[src/rtl/sop_pkg.sv]
package sop_pkg;
  typedef enum logic {OR_SHARED = 1'b0, OR_PARTITION = 1'b1} or_mode_e;
endpackage

[src/rtl/sop_cfg_chain.sv]
module sop_cfg_chain #(
  parameter int WIDTH = 96
) (
  input  logic             clk,
  input  logic             rst,
  input  logic             shift_en,
  input  logic             shift_in,
  output logic [WIDTH-1:0] bits
);
  always_ff @(posedge clk) begin
    if (rst) bits <= '1;
    else if (shift_en) bits <= {shift_in, bits[WIDTH-1:1]};
  end

  assert_reset_full_R1: assert property (@(posedge clk) rst |=> (&bits));
  assert_shift_entry_R2: assert property (@(posedge clk) disable iff (rst)
    shift_en |=> (bits[WIDTH-1] == $past(shift_in)));
  assert_hold_cfg_R3: assert property (@(posedge clk) disable iff (rst)
    !shift_en |=> $stable(bits));
endmodule

[src/rtl/sop_and_plane.sv]
module sop_and_plane #(
  parameter int N_IN   = 4,
  parameter int N_TERM = 8
) (
  input  logic [N_IN-1:0]          in_vec,
  input  logic [N_TERM*2*N_IN-1:0] conn,
  output logic [N_TERM-1:0]        terms
);
  localparam int LW = 2 * N_IN;

  logic [LW-1:0] lits;
  always_comb begin
    for (int i = 0; i < N_IN; i++) begin
      lits[2*i]   = in_vec[i];
      lits[2*i+1] = ~in_vec[i];
    end
  end

  for (genvar t = 0; t < N_TERM; t++) begin : g_term
    logic [LW-1:0] sel;
    assign sel      = conn[t*LW +: LW];
    assign terms[t] = (|sel) & (&(lits | ~sel));

    always_comb begin
      for (int i = 0; i < N_IN; i++) begin
        if (sel[2*i] && sel[2*i+1])
          assert_conflict_low_R5: assert (terms[t] == 1'b0);
      end
      if (sel == '0)
        assert_empty_low_R6: assert (terms[t] == 1'b0);
    end
  end
endmodule

[src/rtl/sop_or_plane.sv]
module sop_or_plane #(
  parameter int N_TERM = 8,
  parameter int N_OUT  = 4
) (
  input  sop_pkg::or_mode_e        mode,
  input  logic [N_TERM-1:0]        terms,
  input  logic [N_OUT*N_TERM-1:0]  conn,
  output logic [N_OUT-1:0]         out_vec
);
  localparam int TPO = N_TERM / N_OUT;

  for (genvar o = 0; o < N_OUT; o++) begin : g_out
    logic [N_TERM-1:0] sel, grp, mask;
    assign sel = conn[o*N_TERM +: N_TERM];

    always_comb begin
      for (int t = 0; t < N_TERM; t++) grp[t] = ((t / TPO) == o);
    end

    assign mask       = (mode == sop_pkg::OR_PARTITION) ? grp : '1;
    assign out_vec[o] = |(terms & sel & mask);

    always_comb begin
      if (sel == '0)
        assert_unconnected_low_R9: assert (out_vec[o] == 1'b0);
      if (mode == sop_pkg::OR_PARTITION && (terms & sel & grp) == '0)
        assert_group_only_R8: assert (out_vec[o] == 1'b0);
    end
  end
endmodule

[src/rtl/sop_array.sv]
module sop_array #(
  parameter int N_IN   = 4,
  parameter int N_TERM = 8,
  parameter int N_OUT  = 4
) (
  input  logic             clk,
  input  logic             rst,
  input  logic             cfg_load,
  input  logic             cfg_bit,
  input  logic             part_mode,
  input  logic [N_IN-1:0]  in_vec,
  output logic [N_OUT-1:0] out_vec
);
  localparam int AND_W   = 2 * N_IN * N_TERM;
  localparam int OR_W    = N_OUT * N_TERM;
  localparam int CHAIN_W = AND_W + OR_W;

  logic [CHAIN_W-1:0] chain;
  logic [N_TERM-1:0]  terms;
  sop_pkg::or_mode_e  mode;

  assign mode = sop_pkg::or_mode_e'(part_mode);

  sop_cfg_chain #(.WIDTH(CHAIN_W)) u_chain (
    .clk(clk), .rst(rst), .shift_en(cfg_load), .shift_in(cfg_bit), .bits(chain)
  );

  sop_and_plane #(.N_IN(N_IN), .N_TERM(N_TERM)) u_and (
    .in_vec(in_vec), .conn(chain[AND_W-1:0]), .terms(terms)
  );

  sop_or_plane #(.N_TERM(N_TERM), .N_OUT(N_OUT)) u_or (
    .mode(mode), .terms(terms), .conn(chain[CHAIN_W-1:AND_W]), .out_vec(out_vec)
  );
endmodule

[config.mk]
export PLATFORM = sky130hd
export DESIGN_NAME = sop_array
export DESIGN_NICKNAME = d
export VERILOG_FILES = /design/src/rtl/sop_pkg.sv /design/src/rtl/sop_cfg_chain.sv /design/src/rtl/sop_and_plane.sv /design/src/rtl/sop_or_plane.sv /design/src/rtl/sop_array.sv
export SDC_FILE = /design/constraint.sdc
export NUM_CORES = 1
export LEC_CHECK = 0
export BUFFER_PORTS_ARGS = -buffer_cell sky130_fd_sc_hd__buf_2
export CORE_MARGIN = 2
export CORE_UTILIZATION = 49
export CTS_CLUSTER_SIZE = 12
export DETAILED_ROUTE_END_ITERATION = 8
export MAX_ROUTING_LAYER = met4
export PLACE_DENSITY_LB_ADDON = 0.1
export SLEW_MARGIN = 25
export SYNTH_ARGS = -nofsm -noshare
export SYNTH_HDL_FRONTEND = slang
export SYNTH_HIERARCHICAL = 1
export SYNTH_SLANG_ARGS = --single-unit
[constraint.sdc]
create_clock -name clk -period 1.6 [get_ports clk]
set_input_delay 0.08 -clock clk [delete_from_list [all_inputs] [get_ports clk]]
set_output_delay 0.08 -clock clk [all_outputs]
set_load 0.01 [all_outputs]
After elaboration in Yosys (flattened, before gate mapping)
Cells that the tools add are included.
- register bits: 96
- latch bits: 0
- RAM bits: 0
- memory bits (read-only): 0
- bits of input ports: 9
- logic and storage cells: 61
- memories: 0
- $add $sub $neg: 0
- multipliers: 0
- divide/modulo/power cells: 0
- order comparisons: 0
- equality and inequality tests: 0
- shift operators: 0
- mux-type cells: 4
- bitwise operators: 36
- reduce and logical (&&, ||, !) cells: 20
- operators with widths (operator ; count):
    OR reduction 8 bit ; 12
    bitwise AND 8 bit ; 8
    inverter 8 bit ; 8
    OR 8 bit ; 8
    AND reduction 8 bit ; 8
    2-to-1 mux 8 bit ; 3
    bitwise AND 1 bit ; 8
    2-to-1 mux 6 bit ; 1
    inverter 1 bit ; 4

Depth between registers and ports, before layout
- depth after elaboration: 7
- gate-level depth with buffers: 7
- gate-level depth less buffers: 6

Hierarchy
The synthesis kept the hierarchy.
- modules (own cells, without submodules) (module ; times used ; cells each ; area an instance (um^2)):
    sop_cfg_chain ; 1 ; 320 ; 3609.7
    sop_and_plane ; 1 ; 76 ; 581.8
    sop_or_plane ; 1 ; 20 ; 160.2

Worst setup path after synthesis
Ideal clock, no wire load.
- path type: flip-flop to output port
- start: register u_chain.bits[36]
- end: output out_vec[1]
- arrival: 1.546 ns
- required time: 1.520 ns
- path slack: -0.026 ns
- stages on the path, launching flop included: 7
- cells stage by stage: dfxtp_1 -> or4_1 -> nor2_1 -> nor2_1 -> a22oi_1 -> a31oi_1 -> a221o_1
- word-level cells in the longest chain between the ends: 7
- elaborated cells on any way between the ends: 8
- ends and longest elaborated chain (element ; line ; RTL):
    start, declared ; sop_cfg_chain.sv:8 ; output logic [WIDTH-1:0] bits
    start signal, assigned ; sop_cfg_chain.sv:12 ; else if (shift_en) bits <= {shift_in, bits[WIDTH-1:1]};
    inverter 8 bit ; sop_and_plane.sv:22 ; assign terms[t] = (|sel) & (&(lits | ~sel));
    OR 8 bit ; sop_and_plane.sv:22 ;
    AND reduction 8 bit ; sop_and_plane.sv:22 ;
    bitwise AND 1 bit * ; sop_and_plane.sv:22 ;
    net terms[4] ; sop_array.sv:19 ; logic [N_TERM-1:0] terms;
    bitwise AND 8 bit * (2 in a row) ; sop_or_plane.sv:21 ; assign out_vec[o] = |(terms & sel & mask);
    OR reduction 8 bit * ; sop_or_plane.sv:21 ;
    end, declared ; sop_array.sv:12 ; output logic [N_OUT-1:0] out_vec
The timed path passes the listed nets; every way through them passes the cells marked *.

Worst setup path in the final report
- start: register u_chain.bits[16]
- end: output out_vec[3]
- word-level cells in the longest chain between the ends: 7
- elaborated cells on any way between the ends: 8
- ends and longest elaborated chain (element ; line):
    inverter 8 bit ; sop_and_plane.sv:22
    OR 8 bit ; sop_and_plane.sv:22
    AND reduction 8 bit ; sop_and_plane.sv:22
    bitwise AND 1 bit * ; sop_and_plane.sv:22
    net terms[2] ; sop_array.sv:19
    bitwise AND 8 bit * ; -
    bitwise AND 8 bit * ; sop_or_plane.sv:21
    OR reduction 8 bit * ; sop_or_plane.sv:21
Marks and branches as above.

==> impl_metrics.ini <==
[run_status]
outcome = finished, violations left
violations = negative setup slack

[setup_path]
path_buf_inv = 1
max_stage_delay_ns = 0.55
cp_max_fo = 4
end_kind = output port
required_ns = 1.52
path_delay_family = simple AND/OR/NAND/NOR gates
arrival_ns = 2.17
crit_type = reg2out
r2r_start = u_chain/bits[32]
cp_slowest_cell = or4_4
cp-start-kind = register
crit_start = u_chain/bits[16]
crit_chain = or4_4, nor2_4, nor2_2, a22oi_2, a31oi_1, a221o_1, buf_2

[floorplan]
die_w_um = 98.24
design.core.area_um2 = 8678
die_h_um = 98.24
io-pin-count = 13
num_rows = 34
start_util_pct = 50.14
die-area_um2 = 9651

[placement]
gp_congestion = 0.7252
hpwl_um = 6044
dp.cells = 576
placed_area_um2 = 4969
numPortBuffers = 12

[logic_synthesis]
synth_enable_flop_cells = 0
mappedNetlistArea_um2 = 4352
synth_cell_type_count = 15
synth-main-ff-cell = dfxtp_1
async_flop_share_pct = 0
synth.yosys.seq_area_share_pct = 44.16
ys_warn_count = 6
yosysTopAreaCellShare_pct = 44.16
synthTopCellsByArea = dfxtp_1, a211o_1, nor2b_1, mux2i_1, buf_6
synthCells = 416
yosys.area.top_type = dfxtp_1
avgSynthCellArea_um2 = 10.46
synth_nets = 425
ys_ff_latch = 96
ys_top_cells_by_count = a211o_1, dfxtp_1, nor2b_1

[sta]
drv_slew = 0
setup_viol = 4
worst_pin_slew_ns = 0.5383
fmax_mhz = 443.8
setup_ws_ns = -0.6533
clock_skew_ns = 0.009030
rsz0062_at_grt = yes
fin_crit_sh_pct = 140.8
fin_crit_ns = 2.253
hold_violations = 0
relSlewSlack_pct = 64.11
whs_ns = 0.2767

[layout]
area_growth_pct = 23.35
top_register = u_chain/bits
final_area_um2 = 5368
finalNonFillerCells = 596
largest_reg_flops = 96
register_area_um2 = 1928
diodes = 0
n_fill_cell = 773
drive_gt1_share_pct = 30.33
multi_input_area_um2 = 2316
layout.nets = 492
fin_util_pct = 61.85
top_regs = u_chain/bits x96

[grt]
antenna_found_initial = 0
grt_max_degree = 97
gr-total-overflow = 0
grt_usage_pct = 20.84
grt_pass1_vias = 3174
grt_pass1_wl_um = 15720

[drt]
routed_wl_um = 9480
ant_nets = 0
wire_per_inst_um = 15.91
viasPerCell = 5.550
vias = 3308
drtIter0Drc = 152
drc = 0
dr.pass1.iters = 4

[clock_network]
clockBufferDepth = 2
cts.sinks = 96
clkTransAtPathRegs_ns = 0.09
htreeDepth = 3
cts_root_buf = clkbuf_8
cts-buffers-inserted = 9
cts_tree = built
clk_latency_ns = 0.37

[worst_hold_path]
hold_path_startpoint = cfg_load
min_path_type = in2reg

[power_and_ir_drop]
report.power.total_w = 0.005035
vdd_drop_max_mv = 0.5881
powerDensity_nw_per_um2 = 938.1
p_leak_nw = 2.132

[flow_run]
maxCapViolCount = 0
==> where the power goes <==
group / internal [W] / total, W / switching, W / leakage (nW)
Sequential: 0.00255 / 0.00265 / 0.000104 / 0.795
Combinational: 0.000388 / 0.000697 / 0.000308 / 1.23
Clock: 0.000785 / 0.00169 / 0.000903 / 0.104
==> cell type report <==
class | instances | area share, %
Clock buffer | 10 | 2.564
Clock inverter | 6 | 1.352
Multi-Input combinational cell | 284 | 43.15
Sequential cell | 96 | 35.92
Tap cell | 108 | 2.517
Timing Repair Buffer | 92 | 14.50
==> logic make-up after synthesis <==
| group | count (synthesis) | share of synthesized area [%] |
|---|---|---|
| and+or+nand+nor | 136 | 19.35 |
| muxes | 32 | 7.361 |
| buffers and inverters | 36 | 6.124 |
| DFF | 96 | 44.16 |
| AOI/OAI and AO/OA | 116 | 23.00 |
==> layer usage <==
| layer | track usage (%) | share of wire [%] | vias to the layer above |
|---|---|---|---|
| met4 | 6.217 | 1.3 | 0 |
| met1 | 27.35 | 48 | 1580 |
| li1 | - | - | 1681 |
| met2 | 32.67 | 48 | 37 |
| met3 | 4.295 | 2.7 | 10 |
| met5 | - | 0 | - |
==> timing repair <==
item / in CTS / in global routing
buffers inserted: 1 / 2
pin swaps: 12 / 11
endpoints found under the setup margin: 4 / 4
endpoints found under the hold margin: 1 / 0
hold buffers: 1 / 0
cloned: 0 / 0
gates resized for setup: 26 / 18
==> final timing paths <==
| check | end | slack (ns) | cells after the start |
|---|---|---|---|
| worst min register to register | u_chain/bits[84] | 0.50 | 1 |
| worst max-delay path | out_vec[3] | -0.65 | 7 |
| worst min-delay path | u_chain/bits[95] | 0.28 | 3 |
| worst max register to register | u_chain/bits[32] | 0.55 | 4 |
==> metrics by stage <==
step | setup slack, ns | TNS (ns)
final | -0.6533 | -2.464
after global routing | -0.7334 | -2.794
after CTS | -0.6535 | -2.535
after detailed placement | -0.2692 | -0.9810
after global placement | -0.2600 | -0.9637
after floorplan | -0.02513 | -0.06805
==> layout by cell type (no fill, tap or decap), types with 5 or more instances in the layout <==
cell type,n
nor2b_1,96
a211o_1,96
dfxtp_1,91
buf_4,71
mux2i_1,32
buf_2,11
or4_4,11
clkbuf_8,10
a22oi_2,10
buf_12,9
nor2_4,8
nand4_1,8
nor2_2,7
or4_1,5
dfxtp_2,5
==> tightest hold or removal path, cell delays in order <==
cell	delay [ns]
buf_4	0.27
nor2b_1	0.17
a211o_1	0.09
Power figures use the tool's default switching activity.
